### src/rtl/fkr_pkg.sv
package fkr_pkg;
   localparam logic [1:0] FC_NONE = 2'd0;
   localparam logic [1:0] FC_UD   = 2'd1;
   localparam logic [1:0] FC_GP   = 2'd2;

   // attribute word bit positions
   localparam int AT_TYPE_LSB = 0;
   localparam int AT_S        = 4;
   localparam int AT_DPL_LSB  = 5;
   localparam int AT_P        = 7;
   localparam int AT_L        = 13;
   localparam int AT_D        = 14;
   localparam int AT_G        = 15;
   localparam logic [3:0] TYPE_CODE_ER_ACC = 4'hB;

   // flag bit positions
   localparam int FL_CF = 0;  localparam int FL_ONE = 1; localparam int FL_PF = 2;
   localparam int FL_AF = 4;  localparam int FL_ZF  = 6; localparam int FL_SF = 7;
   localparam int FL_TF = 8;  localparam int FL_IF  = 9; localparam int FL_DF = 10;
   localparam int FL_OF = 11; localparam int FL_IOPL0 = 12; localparam int FL_IOPL1 = 13;
   localparam int FL_NT = 14; localparam int FL_AC  = 18; localparam int FL_VIF = 19;
   localparam int FL_VIP = 20; localparam int FL_ID = 21;

   localparam int KEEP_N = 16;
   typedef int keep_list_t [KEEP_N];
   localparam keep_list_t KEEP_BITS = '{FL_CF, FL_PF, FL_AF, FL_ZF, FL_SF, FL_TF, FL_IF,
      FL_DF, FL_OF, FL_IOPL0, FL_IOPL1, FL_NT, FL_AC, FL_VIF, FL_VIP, FL_ID};

   function automatic logic [31:0] code_attr(input logic wide);
      logic [31:0] a;
      a = '0;
      a[AT_TYPE_LSB +: 4] = TYPE_CODE_ER_ACC;
      a[AT_S] = 1'b1;
      a[AT_DPL_LSB +: 2] = 2'd3;
      a[AT_P] = 1'b1;
      a[AT_G] = 1'b1;
      if (wide) a[AT_L] = 1'b1;
      else      a[AT_D] = 1'b1;
      return a;
   endfunction
endpackage

### src/rtl/fkr_selgen.sv
module fkr_selgen #(
   parameter int SEL_W = 16
) (
   input  logic [SEL_W-1:0] sel_field,
   input  logic             op64,
   output logic [SEL_W-1:0] cs_raw,
   output logic [SEL_W-1:0] ss_raw,
   output logic             sel_zero
);
   localparam logic [SEL_W-1:0] RPL_CLR = ~SEL_W'(3);
   localparam logic [SEL_W-1:0] SS_OFS  = SEL_W'(8);
   localparam logic [SEL_W-1:0] CS_OFS  = SEL_W'(16);

   if (SEL_W < 8) begin : g_bad_w
      $error("fkr_selgen: SEL_W too small");
   end

   logic [SEL_W-1:0] base;
   always_comb begin
      base     = sel_field & RPL_CLR;
      ss_raw   = base + SS_OFS;
      cs_raw   = op64 ? base + CS_OFS : base;
      sel_zero = (cs_raw == '0) || (ss_raw == '0);
   end
endmodule

### src/rtl/fkr_gate.sv
module fkr_gate (
   input  logic       feat_en,
   input  logic       strict_vendor,
   input  logic       long_mode,
   input  logic       prot_en,
   input  logic [1:0] cpl,
   input  logic       sel_zero,
   output logic [1:0] fault
);
   import fkr_pkg::*;
   always_comb begin
      if (!feat_en)                       fault = FC_UD;
      else if (strict_vendor && !long_mode) fault = FC_UD;
      else if (!prot_en)                  fault = FC_GP;
      else if (cpl != 2'd0)               fault = FC_GP;
      else if (sel_zero)                  fault = FC_GP;
      else                                fault = FC_NONE;
   end
endmodule

### src/rtl/fkr_flagmix.sv
module fkr_flagmix #(
   parameter int ADDR_W = 64,
   parameter int ATTR_W = 16
) (
   input  logic              long_mode,
   input  logic              op64,
   input  logic [ADDR_W-1:0] rcx_in,
   input  logic [ADDR_W-1:0] r11_in,
   input  logic [ADDR_W-1:0] flags_in,
   input  logic [ATTR_W-1:0] ss_attr_in,
   output logic [ADDR_W-1:0] rip,
   output logic [ADDR_W-1:0] flags,
   output logic [ATTR_W-1:0] cs_attr,
   output logic [ATTR_W-1:0] ss_attr
);
   import fkr_pkg::*;

   if (ADDR_W < 32) begin : g_bad_a
      $error("fkr_flagmix: ADDR_W below 32");
   end
   if (ATTR_W < 16) begin : g_bad_t
      $error("fkr_flagmix: ATTR_W below 16");
   end

   // restore mask built bit by bit
   logic [ADDR_W-1:0] keep_mask;
   for (genvar i = 0; i < ADDR_W; i++) begin : g_mask
      logic hit;
      always_comb begin
         hit = 1'b0;
         for (int k = 0; k < KEEP_N; k++)
            if (KEEP_BITS[k] == i) hit = 1'b1;
      end
      assign keep_mask[i] = hit;
   end

   localparam logic [ADDR_W-1:0] ONE_BIT = ADDR_W'(1) << FL_ONE;
   localparam logic [ADDR_W-1:0] IF_BIT  = ADDR_W'(1) << FL_IF;
   localparam logic [ATTR_W-1:0] DPL3    = ATTR_W'(3) << AT_DPL_LSB;
   localparam logic [ATTR_W-1:0] CS_WIDE = ATTR_W'(code_attr(1'b1));
   localparam logic [ATTR_W-1:0] CS_NARR = ATTR_W'(code_attr(1'b0));

   always_comb begin
      if (long_mode) begin
         rip     = op64 ? rcx_in : {{(ADDR_W-32){1'b0}}, rcx_in[31:0]};
         cs_attr = op64 ? CS_WIDE : CS_NARR;
         flags   = (r11_in & keep_mask) | ONE_BIT;
      end else begin
         rip     = rcx_in;
         cs_attr = CS_NARR;
         flags   = flags_in | IF_BIT;
      end
      ss_attr = ss_attr_in | DPL3;
   end
endmodule

### src/rtl/fkr_unit.sv
module fkr_unit #(
   parameter int ADDR_W  = 64,
   parameter int SEL_W   = 16,
   parameter int SEL_LSB = 48,
   parameter int ATTR_W  = 16,
   parameter int LIM_W   = 32
) (
   input  logic              clk,
   input  logic              rst_n,
   input  logic              start,
   input  logic [1:0]        cpl,
   input  logic              prot_en,
   input  logic              long_mode,
   input  logic              strict_vendor,
   input  logic              op64,
   input  logic              feat_en,
   input  logic [ADDR_W-1:0] tgt_sel,
   input  logic [ADDR_W-1:0] rcx_in,
   input  logic [ADDR_W-1:0] r11_in,
   input  logic [ADDR_W-1:0] flags_in,
   input  logic [ATTR_W-1:0] ss_attr_in,
   output logic              done_o,
   output logic [1:0]        fault_o,
   output logic [SEL_W-1:0]  cs_sel_o,
   output logic [ATTR_W-1:0] cs_attr_o,
   output logic [ADDR_W-1:0] cs_base_o,
   output logic [LIM_W-1:0]  cs_limit_o,
   output logic [SEL_W-1:0]  ss_sel_o,
   output logic [ATTR_W-1:0] ss_attr_o,
   output logic [ADDR_W-1:0] rip_o,
   output logic [ADDR_W-1:0] flags_o
);
   import fkr_pkg::*;

   localparam logic [SEL_W-1:0] RPL3 = SEL_W'(3);

   if (SEL_LSB + SEL_W > ADDR_W) begin : g_bad_field
      $error("fkr_unit: selector field outside register");
   end

   logic [SEL_W-1:0]  cs_raw, ss_raw;
   logic              sel_zero;
   logic [1:0]        fault_n;
   logic [ADDR_W-1:0] rip_n, flags_n;
   logic [ATTR_W-1:0] cs_attr_n, ss_attr_n;

   fkr_selgen #(.SEL_W(SEL_W)) u_sel (
      .sel_field(tgt_sel[SEL_LSB +: SEL_W]), .op64(op64),
      .cs_raw(cs_raw), .ss_raw(ss_raw), .sel_zero(sel_zero));

   fkr_gate u_gate (
      .feat_en(feat_en), .strict_vendor(strict_vendor), .long_mode(long_mode),
      .prot_en(prot_en), .cpl(cpl), .sel_zero(sel_zero), .fault(fault_n));

   fkr_flagmix #(.ADDR_W(ADDR_W), .ATTR_W(ATTR_W)) u_mix (
      .long_mode(long_mode), .op64(op64), .rcx_in(rcx_in), .r11_in(r11_in),
      .flags_in(flags_in), .ss_attr_in(ss_attr_in), .rip(rip_n), .flags(flags_n),
      .cs_attr(cs_attr_n), .ss_attr(ss_attr_n));

   always_ff @(posedge clk or negedge rst_n) begin
      if (!rst_n) begin
         done_o     <= 1'b0;
         fault_o    <= FC_NONE;
         cs_sel_o   <= '0;
         cs_attr_o  <= '0;
         cs_base_o  <= '0;
         cs_limit_o <= '0;
         ss_sel_o   <= '0;
         ss_attr_o  <= '0;
         rip_o      <= '0;
         flags_o    <= '0;
      end else begin
         done_o <= start;
         if (start) begin
            fault_o <= fault_n;
            if (fault_n == FC_NONE) begin
               cs_sel_o   <= cs_raw | RPL3;
               ss_sel_o   <= ss_raw | RPL3;
               cs_attr_o  <= cs_attr_n;
               ss_attr_o  <= ss_attr_n;
               cs_base_o  <= '0;
               cs_limit_o <= '1;
               rip_o      <= rip_n;
               flags_o    <= flags_n;
            end
         end
      end
   end


   a_r1_feat_ud: assert property (@(posedge clk) disable iff (!rst_n)
      start && !feat_en |=> fault_o == FC_UD);

   a_r2_vendor_ud: assert property (@(posedge clk) disable iff (!rst_n)
      start && feat_en && strict_vendor && !long_mode |=> fault_o == FC_UD);

   a_r4_cpl_gp: assert property (@(posedge clk) disable iff (!rst_n)
      start && feat_en && !(strict_vendor && !long_mode) && prot_en && cpl != 2'd0
      |=> fault_o == FC_GP);

   a_r5_rpl3: assert property (@(posedge clk) disable iff (!rst_n)
      done_o && fault_o == FC_NONE |-> cs_sel_o[1:0] == 2'd3 && ss_sel_o[1:0] == 2'd3);

   a_r8_bit1: assert property (@(posedge clk) disable iff (!rst_n)
      start && long_mode && fault_n == FC_NONE |=> flags_o[FL_ONE] && !flags_o[16] && !flags_o[17]);

   a_r11_done: assert property (@(posedge clk) disable iff (!rst_n)
      start |=> done_o);
   a_r11_quiet: assert property (@(posedge clk) disable iff (!rst_n)
      !start |=> !done_o && $stable(fault_o));

   a_r12_hold: assert property (@(posedge clk) disable iff (!rst_n)
      start && fault_n != FC_NONE |=> $stable(rip_o) && $stable(cs_sel_o) && $stable(flags_o));
endmodule

### config.mk
export PLATFORM = sky130hd
export DESIGN_NAME = fkr_unit
export DESIGN_NICKNAME = d
export VERILOG_FILES = /design/src/rtl/fkr_pkg.sv /design/src/rtl/fkr_selgen.sv /design/src/rtl/fkr_gate.sv /design/src/rtl/fkr_flagmix.sv /design/src/rtl/fkr_unit.sv
export SDC_FILE = /design/constraint.sdc
export NUM_CORES = 1
export LEC_CHECK = 0
export ABC_AREA = 1
export BUFFER_PORTS_ARGS = -buffer_cell sky130_fd_sc_hd__buf_2
export CAP_MARGIN = 20
export CORE_AREA = 2 2 225 227
export CTS_BUF_LIST = sky130_fd_sc_hd__clkbuf_8 sky130_fd_sc_hd__clkbuf_16
export CTS_CLUSTER_DIAMETER = 120
export CTS_CLUSTER_SIZE = 14
export DETAILED_ROUTE_END_ITERATION = 8
export DIE_AREA = 0 0 227 229
export HOLD_SLACK_MARGIN = 0.1
export SYNTH_ARGS = -nofsm -noshare
export SYNTH_HDL_FRONTEND = slang
export SYNTH_SLANG_ARGS = --single-unit
### constraint.sdc
create_clock -name clk -period 2.3 [get_ports clk]
set_input_delay 0.23 -clock clk [delete_from_list [all_inputs] [get_ports clk]]
set_output_delay 0.23 -clock clk [all_outputs]
set_load 0.02 [all_outputs]
---- Word-level counts from Yosys, hierarchy flattened ----
Index checks and enable logic that the tools add are counted.
storage, ports and cells
  register bits ........................... 196
  output and inout port bits .............. 291
  input bits .............................. 282
operators by class
  $add $sub $neg .......................... 2
  reduce and logical (&&, ||, !) cells .... 8
  mux-type cells .......................... 11
operator list
  operator               count
  $mux 64                3
  $logic_not 16->1       2
  $mux 16                2
  $add 16x4->16 const B  1
  $add 16x5->16 const B  1
  $mux 15                1
  $mux 2                 5
  $logic_not 2->1        1
  $reduce_and 2->1       1
  $reduce_bool 2->1      1
  $logic_and 1x1->1      1
  $logic_not 1->1        1
  $logic_or 1x1->1       1

---- Logic depth before layout (Yosys ltp) ----
Gate-level depths: netlist of the first run.
  word-level depth ........................ 11
  depth in mapped cells ................... 16
  depth with buffers taken out ............ 13

---- By module ----
From an unflattened synthesis of the first run, not the netlist that was laid out.
second synthesis, totals
  cells, all modules ...................... 1428
  area, all modules ....................... 10651.5 um^2
modules (own cells, without submodules)
  module       times used  area each (um^2)  cells each
  fkr_unit     1           8257.9            927
  fkr_flagmix  1           1571.5            324
  fkr_selgen   1           779.5             167
  fkr_gate     1           42.5              10

---- Least setup slack after synthesis of the first run ----
No wires, ideal clock.
  kind .................................... input -> register
  start point ............................. input port op64
  end point ............................... register flags_o[45]
  data required time ...................... 2.183 ns
  path slack .............................. 0.384 ns
  arrival ................................. 1.799 ns
  cell stages on the path ................. 13
  path buffers ............................ 4
  path through ............................ buf_2 nand2_1 nor2_2 nand2_1 xor2_1 nand2_1 nor2_1 nand3_1 buf_2 buf_4 buf_2 nand4_1 nand2_1
between the ends
  cells in the longest elaborated chain, start to end .. 10
RTL lines
  what                        line              source
  start: declaration          fkr_unit.sv:15    input logic op64,
  $mux 16                     fkr_selgen.sv:22  cs_raw = op64 ? base + CS_OFS : base;
  $logic_not 16->1            fkr_selgen.sv:23  sel_zero = (cs_raw == '0) || (ss_raw == '0);
  $logic_or 1x1->1            fkr_selgen.sv:23
  $mux 2                      fkr_gate.sv:16    else if (sel_zero) fault = FC_GP;
  $mux 2                      fkr_gate.sv:15    else if (cpl != 2'd0) fault = FC_GP;
  $mux 2                      fkr_gate.sv:14    else if (!prot_en) fault = FC_GP;
  $mux 2                      fkr_gate.sv:13    else if (strict_vendor && !long_mode) fault = FC_UD;
  $mux 2                      fkr_gate.sv:12    if (!feat_en) fault = FC_UD;
  $logic_not 2->1             fkr_unit.sv:76    if (fault_n == FC_NONE) begin
  $reduce_and 2->1 (no line)  n/a
  end signal: assignment      fkr_unit.sv:84    flags_o <= flags_n;
  end: declaration            fkr_unit.sv:31    output logic [ADDR_W-1:0] flags_o
No other way between the ends.
A chain may end at the register's enable or synchronous reset.

---- Worst setup path after layout of the first run ----
  start point ............................. input port tgt_sel[50]
  end point ............................... register rip_o[25]
between the ends
  cells in the longest elaborated chain, start to end .. 11
  elaborated cells on any way between the ends .. 13
  classes of those cells .................. 2 x add/sub; 6 x mux; 5 x reduce/logical
RTL lines
  what                            line              source
  start: declaration              fkr_unit.sv:17    input logic [ADDR_W-1:0] tgt_sel,
  $add 16x5->16                   fkr_selgen.sv:22
  $mux 16                         fkr_selgen.sv:22
  $logic_not 16->1                fkr_selgen.sv:23
  $logic_or 1x1->1 (*)            fkr_selgen.sv:23
  $mux 2 (*)                      fkr_gate.sv:16
  $mux 2 (*)                      fkr_gate.sv:15
  $mux 2 (*)                      fkr_gate.sv:14
  $mux 2 (*)                      fkr_gate.sv:13
  $mux 2 (*)                      fkr_gate.sv:12
  $logic_not 2->1 (*)             fkr_unit.sv:76
  $reduce_and 2->1 (no line) (*)  n/a
  end signal: assignment          fkr_unit.sv:83    rip_o <= rip_n;
  end: declaration                fkr_unit.sv:30    output logic [ADDR_W-1:0] rip_o,
Mark *: on every way between the ends. The rest lies on a longest branch, timed or not.

==> metrics.md, run 1 <==
| Metric | Value |
|---|---|
| Area of the core | 0.0497 sq mm |
| Global-route wire length before repair | 52.7 mm |
| Peak Freq | 467 MHz |
| Leakage power figure | 8.07 nW |
| Finished Core Util | 0.289 |
| Min Clock Period, post-route | 2.14 ns |
| Largest area contributor in the synthesized netlist | sky130_fd_sc_hd__dfrtp_1 |
| Crit Reg-Reg Startpoint | cs_sel_o[1] |
| Final design area excluding fillers | 0.0143 sq mm |
| Largest cells by area after synthesis | sky130_fd_sc_hd__dfrtp_1 (46%), sky130_fd_sc_hd__nand2_1 (17%), sky130_fd_sc_hd__nand4_1 (12%), sky130_fd_sc_hd__buf_4 (9.5%), sky130_fd_sc_hd__inv_1 (4.3%) |
| Distinct cell type count of the synthesized netlist | 26 |
| Least-Margin Pin Slew | 0.771 ns |
| H-Tree Depth | 4 |
| Data required time of the worst path | 2.72 ns |
| Number of routed nets with antenna violations | 0 |
| Number of global-route vias before repair | 9,788 |
| Largest stage delay on the critical path | 0.53 ns |
| Slowest cell on crit path | sky130_fd_sc_hd__dlygate4sd3_1 |
| Weighted congestion at the end of routability-driven global placement | 0.820 |
| Arrival @ worst endpoint | 2.56 ns |
| Worst Setup Slack, final | 0.160 ns |
| Final Hold Fails | 0 |
| Detailed-routing iteration count for the pre-antenna-repair pass | 5 |
| Aggregate negative setup slack | 0 ns |
| Most common library cell in the layout ignoring fill and taps | sky130_fd_sc_hd__nand2_1 |
| Initial core utilization | 0.194 |
| Max-slew headroom | 0.486 |
| Number of I/O pins | 573 |
| Layout cell share with drive strength beyond 1 | 0.293 |
| Setup skew after layout | 0 ns |
| Area share of the leading cell type in the synthesized netlist | 0.455 |
| Number of instances in the synthesized netlist | 1,268 |
| Clk pin slew, worst setup/hold paths | 0.07 ns |
| Number of gates resized after cts | 0 |
| Routed length per instance | 14.4 microns |
| Global-route met3 utilization | 0.0482 |
| Number of buffers added by the clock tree synthesis step | 17 |
| WP buf/inv | 3 |
| Sequential cell area fraction in the yosys report | 0.455 |
| Half-perimeter wire length after placement | 24.6 mm |
| Crit path kind | in -> reg |
| Root buffer cell | sky130_fd_sc_hd__clkbuf_16 |
| Post-place setup slack | -0.103 ns |
| Number of pins with negative max-slew slack in the final report | 0 |
| Crit path depth | 13 |
| Number of placement rows | 82 |
| Number of port buffers | 401 |
| DR vias/cell | 4.11 |
| Via count of the routed design | 10,110 |
| Synth Warn # | 0 |
| Power consumption | 0.00995 W |
| Cell breakdown of the critical path | dlygate4sd3_1 > buf_2 > or2_0 > nor2_1 > nand3_1 > nor2_1 > nand2_1 > nor2_1 > nand3_4 > nand3_4 > buf_12 > nand2_1 > nand2_1 |
| Avg Cell Area, Syn | 7.58 sq um |
| GRT Total Usage | 0.134 |
| CP endpoint | rip_o[25] |
| Worst-skew pair later-pin latency | 0.47 ns |
| Worst hold path class | in -> reg |
| Worst vdd ir | 0.394 mV |
| Global route total overflow | 0 |
| Commonest cells after routing, fill and taps aside | sky130_fd_sc_hd__nand2_1 (443), sky130_fd_sc_hd__buf_2 (400), sky130_fd_sc_hd__nand4_1 (178) |
| Number of buffers on the longest clock path | 2 |
| Die Ht | 229 microns |
| Yosys reg bits | 175 |
| Die span in x | 227 microns |
| Pin count of the biggest net entering global routing | 71 |
| Largest delay contributor family on the critical path | simple AND/OR/NAND/NOR gates |
| Reg2reg path depth | 2 |
| Violation count after the first detailed-routing iteration | 476 |
| Area post-placement | 0.0122 sq mm |
| Drt drc | 0 |
| Met2 track demand over resource in global routing | 0.232 |
| Final setup violation count | 0 |
| Floorplan die area | 0.0520 sq mm |
| Type of element launching the critical path | primary input |
| Clock tree from TritonCTS | built |
| FF-to-FF setup slack | 1.61 ns |
| Endpoint of the lowest-slack register-to-register path | cs_sel_o[1] |
| Aggregate routed wire length | 35.4 mm |
| Cell area after technology mapping | 0.00961 sq mm |
| Area growth syn-to-layout | 49.2% |
| Final Net Count | 2,058 |
| Status | completed |
| Largest driver fanout on the critical path | 70 |
| Busiest layer in global routing | met2 |
| GR Layer Usage met1 | 0.144 |
| Period utilisation layout | 0.930 |
| Unrepaired setup endpoints after global routing | false |
| Max-cap check violation count | 0 |
| Type of element capturing the critical path | flop |
| PwrDens | 694 mW/mm^2 |
| Total number of clock tree sinks | 175 |
| Initial antenna violation count | 8 |
| Critical path origin | tgt_sel[50] |
-- cell families after synthesis --
family,count (synthesis),synth area share
AND/OR/NAND/NOR,759,0.351
buffers and inverters,318,0.182
flip-flops,175,0.455
AO/OA/AOI/OAI,8,0.00416
XOR/XNOR,5,0.00455
adder cells (fa/ha/maj),2,0.00260
other,1,0.000390
-- area by class of cell --
| class | instances | area [sq um] |
|---|---|---|
| Antenna cell | 3 | 7.51 |
| Multi-Input combinational cell | 844 | 3800 |
| Tap cell | 672 | 841 |
| Sequential cell | 175 | 4380 |
| Clock buffer | 17 | 425 |
| Fill cell | 5294 | 35300 |
| Timing Repair Buffer | 624 | 4310 |
| Inverter | 112 | 420 |
| Clock inverter | 15 | 161 |
-- per-layer routing --
layer / routed length (microns) / vias to the layer above
li1: - / 4869
met1: 14000 / 4670
met2: 17100 / 484
met3: 2990 / 79
met4: 1240 / 8
met5: 55 / -
-- sequential cells by signal, summed over array words and instances, names as in the netlist --
register / count
ss_attr_o: 14
cs_attr_o: 2
done_o: 1
flags_o: 64
fault_o: 2
cs_sel_o: 15
rip_o: 64
ss_sel_o: 13
-- power by group --
| part | internal [W] | switching (W) |
|---|---|---|
| Clock | 0.00161 | 0.00140 |
| Sequential | 0.00366 | 0.000317 |
| Combinational | 0.00106 | 0.00191 |
| Total | 0.00632 | 0.00363 |
-- metrics by stage --
stage                     cells  hold WS (ns)
after floorplan            1337       -0.0656
after global placement     2274         0.294
after detailed placement   2274         0.296
after CTS                  2459         0.106
after global routing       2462         0.145
final                      2462         0.112
-- synthesized netlist by cell type --
library cell / n
sky130_fd_sc_hd__nand2_1: 443
sky130_fd_sc_hd__buf_2: 38
sky130_fd_sc_hd__inv_1: 110
sky130_fd_sc_hd__o21ai_1: 1
sky130_fd_sc_hd__buf_4: 122
sky130_fd_sc_hd__or2_2: 2
sky130_fd_sc_hd__nand2_2: 9
sky130_fd_sc_hd__nor2_4: 2
sky130_fd_sc_hd__a21oi_1: 1
sky130_fd_sc_hd__clkbuf_8: 1
sky130_fd_sc_hd__o21ai_0: 6
sky130_fd_sc_hd__buf_6: 5
sky130_fd_sc_hd__clkbuf_1: 34
sky130_fd_sc_hd__nand4_1: 178
sky130_fd_sc_hd__nand2_4: 1
sky130_fd_sc_hd__nor2_2: 2
sky130_fd_sc_hd__xor2_1: 4
sky130_fd_sc_hd__xnor2_1: 1
sky130_fd_sc_hd__nand3_1: 19
sky130_fd_sc_hd__nor2_1: 102
sky130_fd_sc_hd__clkinv_1: 2
sky130_fd_sc_hd__conb_1: 1
sky130_fd_sc_hd__ha_1: 2
sky130_fd_sc_hd__dfrtp_1: 175
sky130_fd_sc_hd__or2_0: 1
sky130_fd_sc_hd__buf_1: 6
-- tightest hold or removal path, delay by kind of cell --
family | cells | cell delay, ns
AND/OR/NAND/NOR | 2 | 0.23
buffers and inverters | 1 | 0.10
-- what timing repair did --
action	CTS	global route
hold endpoints to repair	201	0
hold buffers	153	0
buffers inserted	0	0
-- worst min-delay path by stage --
stage,startpoint,endpoint,depth (start not counted)
6_report,ss_attr_in[7],ss_attr_o[7],3
5_1_grt,flags_in[0],flags_o[0],5
4_1_cts,r11_in[4],flags_o[4],5
3_5_place_dp,rst_n,ss_attr_o[11],1
3_3_place_gp,rst_n,ss_attr_o[11],1
2_1_floorplan,rst_n,cs_attr_o[13],0
Power figures use the tool's default switching activity.
==> run 2: changes to the inputs <==
--- a/config.mk
+++ b/config.mk
@@ -6,7 +6,6 @@
 export NUM_CORES = 1
 export LEC_CHECK = 0
 export ABC_AREA = 1
-export BUFFER_PORTS_ARGS = -buffer_cell sky130_fd_sc_hd__buf_2
 export CAP_MARGIN = 20
 export CORE_AREA = 2 2 225 227
 export CTS_BUF_LIST = sky130_fd_sc_hd__clkbuf_8 sky130_fd_sc_hd__clkbuf_16
@@ -14,7 +13,8 @@
 export CTS_CLUSTER_SIZE = 14
 export DETAILED_ROUTE_END_ITERATION = 8
 export DIE_AREA = 0 0 227 229
-export HOLD_SLACK_MARGIN = 0.1
+export DONT_BUFFER_PORTS = 1
+export REMOVE_ABC_BUFFERS = 1
 export SYNTH_ARGS = -nofsm -noshare
 export SYNTH_HDL_FRONTEND = slang
 export SYNTH_SLANG_ARGS = --single-unit
==> metrics.md, run 2 (synthesized netlist as in run 1, its figures left out) <==
| Metric | Value |
|---|---|
| Status | finished with violations |
| Violated checks | hold timing |
| Number of port buffers | 0 (-100%) |
| Floorplan die area | 0.0520 sq mm (unchanged) |
| Global-route wire length before repair | 46.9 mm (-11%) |
| Worst-skew pair later-pin latency | 0.48 ns (about the same) |
| Data required time of the worst path | 2.66 ns (-0.06 ns) |
| Max-slew headroom | 0.594 (+0.107) |
| Number of I/O pins | 573 (unchanged) |
| Unrepaired setup endpoints after global routing | false |
| Via count of the routed design | 8,512 (-16%) |
| Type of element launching the critical path | primary input |
| Aggregate negative setup slack | 0 ns (unchanged) |
| Die span in x | 227 microns (unchanged) |
| Weighted congestion at the end of routability-driven global placement | 0.816 (-0.44%) |
| Hold buffer count at CTS | 157 (+2.6%) |
| Top metal layer carrying routed signals | met4 |
| Leakage power figure | 6.21 nW (-23%) |
| Clock tree from TritonCTS | built |
| Drt drc | 0 (unchanged) |
| Worst Setup Slack, final | 0.196 ns (+0.0353 ns) |
| Global route total overflow | 0 (unchanged) |
| Area post-placement | 0.00982 sq mm (-20%) |
| Number of pins with negative max-slew slack in the final report | 0 (unchanged) |
| Half-perimeter wire length after placement | 19.9 mm (-19%) |
| Crit Reg-Reg Startpoint | cs_sel_o[1] |
| Power consumption | 0.00900 W (-9.6%) |
| Violation count after the first detailed-routing iteration | 430 (-9.7%) |
| Clk pin slew, worst setup/hold paths | 0.07 ns (about the same) |
| Area of the core | 0.0497 sq mm (unchanged) |
| Layout cell share with drive strength beyond 1 | 0.0594 (-0.234) |
| Final design area excluding fillers | 0.0120 sq mm (-16%) |
| Most common library cell in the layout ignoring fill and taps | sky130_fd_sc_hd__nand2_1 |
| Setup skew after layout | 0 ns (unchanged) |
| Number of global-route vias before repair | 8,124 (-17%) |
| Final Net Count | 1,618 (-21%) |
| Arrival @ worst endpoint | 2.46 ns (-0.10 ns) |
| Worst vdd ir | 0.542 mV (+38%) |
| GRT Total Usage | 0.119 (-0.0155) |
| Worst hold path class | in -> async |
| Type of element capturing the critical path | flop |
| Initial core utilization | 0.194 (unchanged) |
| Finished Core Util | 0.241 (-0.0476) |
| Die Ht | 229 microns (unchanged) |
| Final Hold Fails | 175 (+175) |
| Period utilisation layout | 0.915 (-0.0154) |
| Registers with the most flip-flops | flags_o (64), rip_o (64), cs_sel_o (15) |
| Peak Freq | 475 MHz (+1.7%) |
| Crit path kind | in -> reg |
| Met3 Routed Length | 2.55 mm (-15%) |
| Critical path origin | tgt_sel[51] |
| Final setup violation count | 0 (unchanged) |
| Fill cells | 5,361 (+1.3%) |
| Final hold slack | -0.557 ns (-0.669 ns) |
| Pin count of the biggest net entering global routing | 176 (+150%) |
| Total number of clock tree sinks | 175 (unchanged) |
| Number of buffers on the longest clock path | 2 (unchanged) |
| Number of routed nets with antenna violations | 0 (unchanged) |
| Initial antenna violation count | 3 (-5) |
| Number of placement rows | 82 (unchanged) |
| Number of buffers added for setup after CTS | 0 (unchanged) |
| Post-place setup slack | 0.0359 ns (+0.139 ns) |
| Aggregate routed wire length | 31.8 mm (-10%) |
| Routed length per instance | 15.7 microns (+9.3%) |
| Max-cap check violation count | 0 (unchanged) |
| Length of routed wiring on met1 | 12.6 mm (-10%) |
| Number of buffers added by the clock tree synthesis step | 17 (unchanged) |
| Commonest cells after routing, fill and taps aside | sky130_fd_sc_hd__nand2_1 (443), sky130_fd_sc_hd__nand4_1 (178), sky130_fd_sc_hd__dfrtp_1 (174) |
| Routed length on met2 | 15.4 mm (-10%) |
| Largest driver fanout on the critical path | 59 (-16%) |
| Root buffer cell | sky130_fd_sc_hd__clkbuf_16 |
| DR vias/cell | 4.21 (+2.6%) |
| Detailed-routing iteration count for the pre-antenna-repair pass | 5 (unchanged) |
| PwrDens | 751 mW/mm^2 (+8.3%) |
| H-Tree Depth | 4 (unchanged) |
| Min Clock Period, post-route | 2.10 ns (-0.0353 ns) |
| Least-Margin Pin Slew | 0.608 ns (-0.163 ns) |
| Area growth syn-to-layout | 24.6% |
-- run 2: cell count changes in the layout (fill, tap and decap cells not counted), sizes merged --
cell         delta
buf           -442
inv             +2
clkinv          -2
dlygate4sd3     +3
diode           -2
bufinv          -1
-- run 2: worst paths after layout --
kind | cells after the start | slack (ns) | endpoint
setup / recovery | 12 | 0.20 | rip_o[30]
hold / removal | 0 | -0.56 | rip_o[17]
setup reg to reg | 3 | 1.23 | cs_sel_o[1]
hold reg to reg | 2 | 0.62 | rip_o[10]
max in group asynchronous | 0 | 2.64 | flags_o[27]
min in group clk | 3 | 0.03 | flags_o[59]
-- run 2: critical path, stage by stage --
cell and delay [ns]:
sky130_fd_sc_hd__dlygate4sd3_1 0.65, sky130_fd_sc_hd__inv_1 0.12, sky130_fd_sc_hd__o21ai_1 0.21, sky130_fd_sc_hd__nand3_1 0.12, sky130_fd_sc_hd__nor2_1 0.10, sky130_fd_sc_hd__nand3_1 0.08, sky130_fd_sc_hd__nor2_1 0.19, sky130_fd_sc_hd__nor2_4 0.11
sky130_fd_sc_hd__buf_12 0.18, sky130_fd_sc_hd__buf_4 0.21, sky130_fd_sc_hd__nand4_1 0.08, sky130_fd_sc_hd__nand2_1 0.09
-- run 2: area by class of cell --
type                            count  area (sq um)  share of cell area
Timing Repair Buffer              184          1980               0.165
Sequential cell                   175          4380               0.366
Tap cell                          672           841              0.0702
Clock buffer                       18           439              0.0367
Multi-Input combinational cell    844          3790               0.317
Clock inverter                     14           119             0.00992
Antenna cell                        1          2.50            0.000209
Inverter                          112           420              0.0351
-- run 2: layer usage --
metal | global-route usage | vias to the layer above
met1 | 0.131 | 4049
li1 | - | 3976
met5 | 0 | -
met4 | 0.0629 | 0
met3 | 0.0390 | 70
met2 | 0.203 | 417
-- run 2: timing repair --
action	CTS	global route
setup endpoints to repair	0	14
resized for setup	0	2
hold endpoints to repair	328	175
-- run 2: report_power, final --
group | internal, W | switching [W] | total, W
logic | 0.000515 | 0.000712 | 0.00123
clock network | 0.00151 | 0.00136 | 0.00287
registers | 0.00365 | 0.00124 | 0.00490
-- run 2: through the flow --
step                      cells  hold WS (ns)
after floorplan            1131       -0.0656
after global placement     1830       -0.0622
after detailed placement   1830       -0.0629
after CTS                  2019        -0.615
after global routing       2020        -0.605
final                      2020        -0.557
==> run 3: changes to the inputs <==
--- a/config.mk
+++ b/config.mk
@@ -5,14 +5,14 @@
 export SDC_FILE = /design/constraint.sdc
 export NUM_CORES = 1
 export LEC_CHECK = 0
-export ABC_AREA = 1
+export ABC_AREA = 0
 export CAP_MARGIN = 20
-export CORE_AREA = 2 2 225 227
+export CORE_AREA = 2 2 224 226
 export CTS_BUF_LIST = sky130_fd_sc_hd__clkbuf_8 sky130_fd_sc_hd__clkbuf_16
 export CTS_CLUSTER_DIAMETER = 120
 export CTS_CLUSTER_SIZE = 14
 export DETAILED_ROUTE_END_ITERATION = 8
-export DIE_AREA = 0 0 227 229
+export DIE_AREA = 0 0 226 228
 export DONT_BUFFER_PORTS = 1
 export REMOVE_ABC_BUFFERS = 1
 export SYNTH_ARGS = -nofsm -noshare
==> metrics.md, run 3 <==
| Metric | Value |
|---|---|
| Top cells by instance count after synthesis | sky130_fd_sc_hd__dfrtp_1 (175), sky130_fd_sc_hd__buf_4 (131), sky130_fd_sc_hd__mux2_2 (108), sky130_fd_sc_hd__nor2b_1 (47), sky130_fd_sc_hd__mux2_4 (43) |
| Area share of the leading cell type in the synthesized netlist | 0.484 (+0.0286) |
| Final Hold Fails | 175 (unchanged) |
| Area growth syn-to-layout | 30.2% |
| Layout cell share with drive strength beyond 1 | 0.272 (+0.213) |
| Cells after DPL | 1,370 (-25%) |
| Hold buffer count at CTS | 166 (+5.7%) |
| Die span in x | 226 microns (-0.44%) |
| PwrDens | 856 mW/mm^2 (+14%) |
| Combinational share of power | 0.164 (+0.028) |
| Largest driver fanout on the critical path | 16 (-73%) |
| Number of I/O pins | 573 (unchanged) |
| Sequential cell area fraction in the yosys report | 0.484 (+0.0286) |
| Leading register cell type out of synthesis | sky130_fd_sc_hd__dfrtp_1 |
| Violation count after the first detailed-routing iteration | 192 (-55%) |
| Final antenna diode count | 0 (-1) |
| Type of element capturing the critical path | flop |
| Cell with the most instances after synthesis | sky130_fd_sc_hd__dfrtp_1 |
| Largest cells by area after synthesis | sky130_fd_sc_hd__dfrtp_1 (48%), sky130_fd_sc_hd__mux2_2 (13%), sky130_fd_sc_hd__buf_4 (11%), sky130_fd_sc_hd__mux2_4 (7.1%), sky130_fd_sc_hd__mux2i_1 (4.2%) |
| Distinct cell type count of the synthesized netlist | 43 (+65%) |
| Number of routed nets with antenna violations | 0 (unchanged) |
| Cell area after technology mapping | 0.00905 sq mm (-5.9%) |
| Via count of the routed design | 5,711 (-33%) |
| Root buffer cell | sky130_fd_sc_hd__clkbuf_16 |
| Leakage power figure | 5.18 nW (-17%) |
| Largest delay contributor family on the critical path | simple AND/OR/NAND/NOR gates |
| Initial antenna violation count | 0 (-3) |
| Largest area contributor in the synthesized netlist | sky130_fd_sc_hd__dfrtp_1 |
| Post-synthesis async set-or-reset flop share | 1.00 (unchanged) |
| Switching fraction of total power | 0.359 (-0.00968) |
| Global route total overflow | 0 (unchanged) |
| Number of standard cells in the layout, taps in and fillers out | 1,568 (-22%) |
| Peak Freq | 469 MHz (-1.4%) |
| H-Tree Depth | 4 (unchanged) |
| Clock tree from TritonCTS | built |
| Number of gates resized after cts | 0 (unchanged) |
| Global-route wire length before repair | 37.1 mm (-21%) |
| DR vias/cell | 3.64 (-14%) |
| Drt drc | 0 (unchanged) |
| Registers with the most flip-flops | flags_o (64), rip_o (64), cs_sel_o (15) |
| Crit-path most repeated cell | sky130_fd_sc_hd__buf_4 |
| Synth Warn # | 0 (unchanged) |
| Aggregate routed wire length | 24.9 mm (-22%) |
| GRT Total Usage | 0.0981 (-0.0208) |
| Worst-skew pair later-pin latency | 0.47 ns (about the same) |
| Power consumption | 0.0101 W (+12%) |
| Total number of clock tree sinks | 175 (unchanged) |
| Routed length per instance | 15.9 microns (+1.1%) |
| Final design area excluding fillers | 0.0118 sq mm (-1.7%) |
| Initial core utilization | 0.183 (-0.0103) |
| Area of the core | 0.0493 sq mm (-0.62%) |
| Weighted congestion at the end of routability-driven global placement | 0.798 (-2.2%) |
| Final Net Count | 1,167 (-28%) |
| Setup skew after layout | 0 ns (unchanged) |
| Min Clock Period, post-route | 2.13 ns (+0.0288 ns) |
| Clk pin slew, worst setup/hold paths | 0.07 ns (about the same) |
| WP buf/inv | 4 (unchanged) |
| Final hold slack | -0.549 ns (+0.00756 ns) |
| Pin count of the biggest net entering global routing | 176 (unchanged) |
| Most common library cell in the layout ignoring fill and taps | sky130_fd_sc_hd__dfrtp_1 |
| Status | finished with violations |
| Largest stage delay on the critical path | 0.42 ns (-0.23 ns) |
| Arrival @ worst endpoint | 2.52 ns (+0.06 ns) |
| Violated checks | hold timing |
| Crit path kind | in -> reg |
| Die Ht | 228 microns (-0.44%) |
| Cell internal pwr | 0.00647 W (+14%) |
| EDFF count, synth | 0 (unchanged) |
| Yosys reg bits | 175 (unchanged) |
| Number of placement rows | 82 (unchanged) |
| Number of global-route vias before repair | 6,177 (-24%) |
| Net switching power figure | 0.00362 W (+9.2%) |
| Type of element launching the critical path | primary input |
| Worst hold path class | in -> async |
| Area post-placement | 0.00946 sq mm (-3.7%) |
| Max-cap check violation count | 0 (unchanged) |
| Commonest cells after routing, fill and taps aside | sky130_fd_sc_hd__dfrtp_1 (174), sky130_fd_sc_hd__dlygate4sd3_1 (165), sky130_fd_sc_hd__mux2_2 (108) |
| Avg Cell Area, Syn | 12.3 sq um (+63%) |
| Floorplan die area | 0.0515 sq mm (-0.88%) |
| Number of port buffers | 0 (unchanged) |
| Worst vdd ir | 0.523 mV (-3.6%) |
| Number of instances in the synthesized netlist | 734 (-42%) |
| Data required time of the worst path | 2.69 ns (+0.03 ns) |
| Cell breakdown of the critical path | ha_1 > buf_4 > nand2_1 > xnor2_1 > or4_1 > nor3_1 > a32o_2 > nor3_4 > buf_12 > buf_4 > buf_4 > mux2i_1 |
| Final setup violation count | 0 (unchanged) |
| Clock network power share | 0.320 (about the same) |
| Number of buffers added by the clock tree synthesis step | 17 (unchanged) |
| Number of buffers on the longest clock path | 2 (unchanged) |
| Period utilisation layout | 0.927 (+0.0125) |
| Share of total power in sequential cells | 0.516 (-0.028) |
| Slowest cell on crit path | sky130_fd_sc_hd__or4_1 |
| Detailed-routing iteration count for the pre-antenna-repair pass | 4 (-1) |
| Number of pins with negative max-slew slack in the final report | 0 (unchanged) |
| Aggregate negative setup slack | 0 ns (unchanged) |
| Unrepaired setup endpoints after global routing | false |
| Half-perimeter wire length after placement | 16.4 mm (-18%) |
## run 3: changes by cell type after synthesis, moves of 38 or more
cell / change
sky130_fd_sc_hd__nand2_1: -401
sky130_fd_sc_hd__nor2_1: -89
sky130_fd_sc_hd__nor2b_1: +47
sky130_fd_sc_hd__mux2i_1: +38
sky130_fd_sc_hd__inv_1: -70
sky130_fd_sc_hd__mux2_2: +108
sky130_fd_sc_hd__nand4_1: -176
sky130_fd_sc_hd__mux2_4: +43
## run 3: cells by family (layout without fill, tap and decap cells)
kind of cell / Yosys count / count (layout) / share of synthesized area
compound gates: 11 / 11 / 0.00899
xor+xnor: 24 / 24 / 0.0232
fa+ha+maj: 2 / 2 / 0.00277
buf+inv: 195 / 288 / 0.149
flops: 175 / 175 / 0.484
mux: 189 / 189 / 0.248
other cells: 1 / 70 / 0.000415
simple gates: 137 / 137 / 0.0833
## run 3: power by group through the flow
stage / Combinational, W / Clock, W / Sequential (W)
2_1_floorplan: 0.000929 / 0 / 0.00524
3_3_place_gp: 0.00133 / 0 / 0.00526
3_5_place_dp: 0.00139 / 0 / 0.00526
4_1_cts: 0.00165 / 0.00342 / 0.00522
5_1_grt: 0.00182 / 0.00353 / 0.00530
6_report: 0.00165 / 0.00323 / 0.00521
## run 3: what timing repair did
action / 4_1_cts / 5_1_grt
buffers inserted: 0 / 0
setup endpoints to repair: 0 / 0
hold endpoints to repair: 330 / 175
## run 3: final timing paths
check,end,start,cells after the start,slack (ns)
setup / recovery,rip_o[47],tgt_sel[52],12,0.17
hold / removal,cs_sel_o[14],rst_n,0,-0.55
setup reg to reg,cs_sel_o[1],cs_sel_o[1],2,1.11
hold reg to reg,fault_o[0],fault_o[0],1,0.63
max in group asynchronous,rip_o[58],rst_n,0,2.52
min in group clk,flags_o[45],long_mode,2,0.06
## run 3: final cells by class
class / count / area [sq um]
Timing Repair Buffer: 216 / 2190
Inverter: 40 / 150
Tap cell: 672 / 841
Fill cell: 5143 / 37600
Clock buffer: 17 / 425
Clock inverter: 15 / 214
Multi-Input combinational cell: 433 / 3580
Sequential cell: 175 / 4380
## run 3: worst register-to-register path: cells and delay by family (launching register included)
kind / cells / cell delay (ns)
AND/OR/NAND/NOR: 1 / 0.29
flip-flops: 1 / 0.51
buffers and inverters: 1 / 0.27
## run 3: routing by layer
| layer | up-vias | share of wire | routed length, microns | track usage |
|---|---|---|---|---|
| met1 | 2831 | 0.37 | 9220 | 0.101 |
| met2 | 308 | 0.50 | 12400 | 0.164 |
| li1 | 2525 | - | - | - |
| met5 | - | 0 | 0 | 0 |
| met3 | 47 | 0.10 | 2530 | 0.0471 |
| met4 | 0 | 0.030 | 754 | 0.0519 |
## run 3: stage by stage
stage	hold slack [ns]	utilization	setup slack, ns
floorplan	-0.0656	-	-8.21
global placement	-0.0617	0.192	-0.301
detailed placement	-0.0612	0.192	-0.318
CTS	-0.631	0.239	0.243
global route	-0.603	0.239	0.0551
finish	-0.549	0.239	0.167
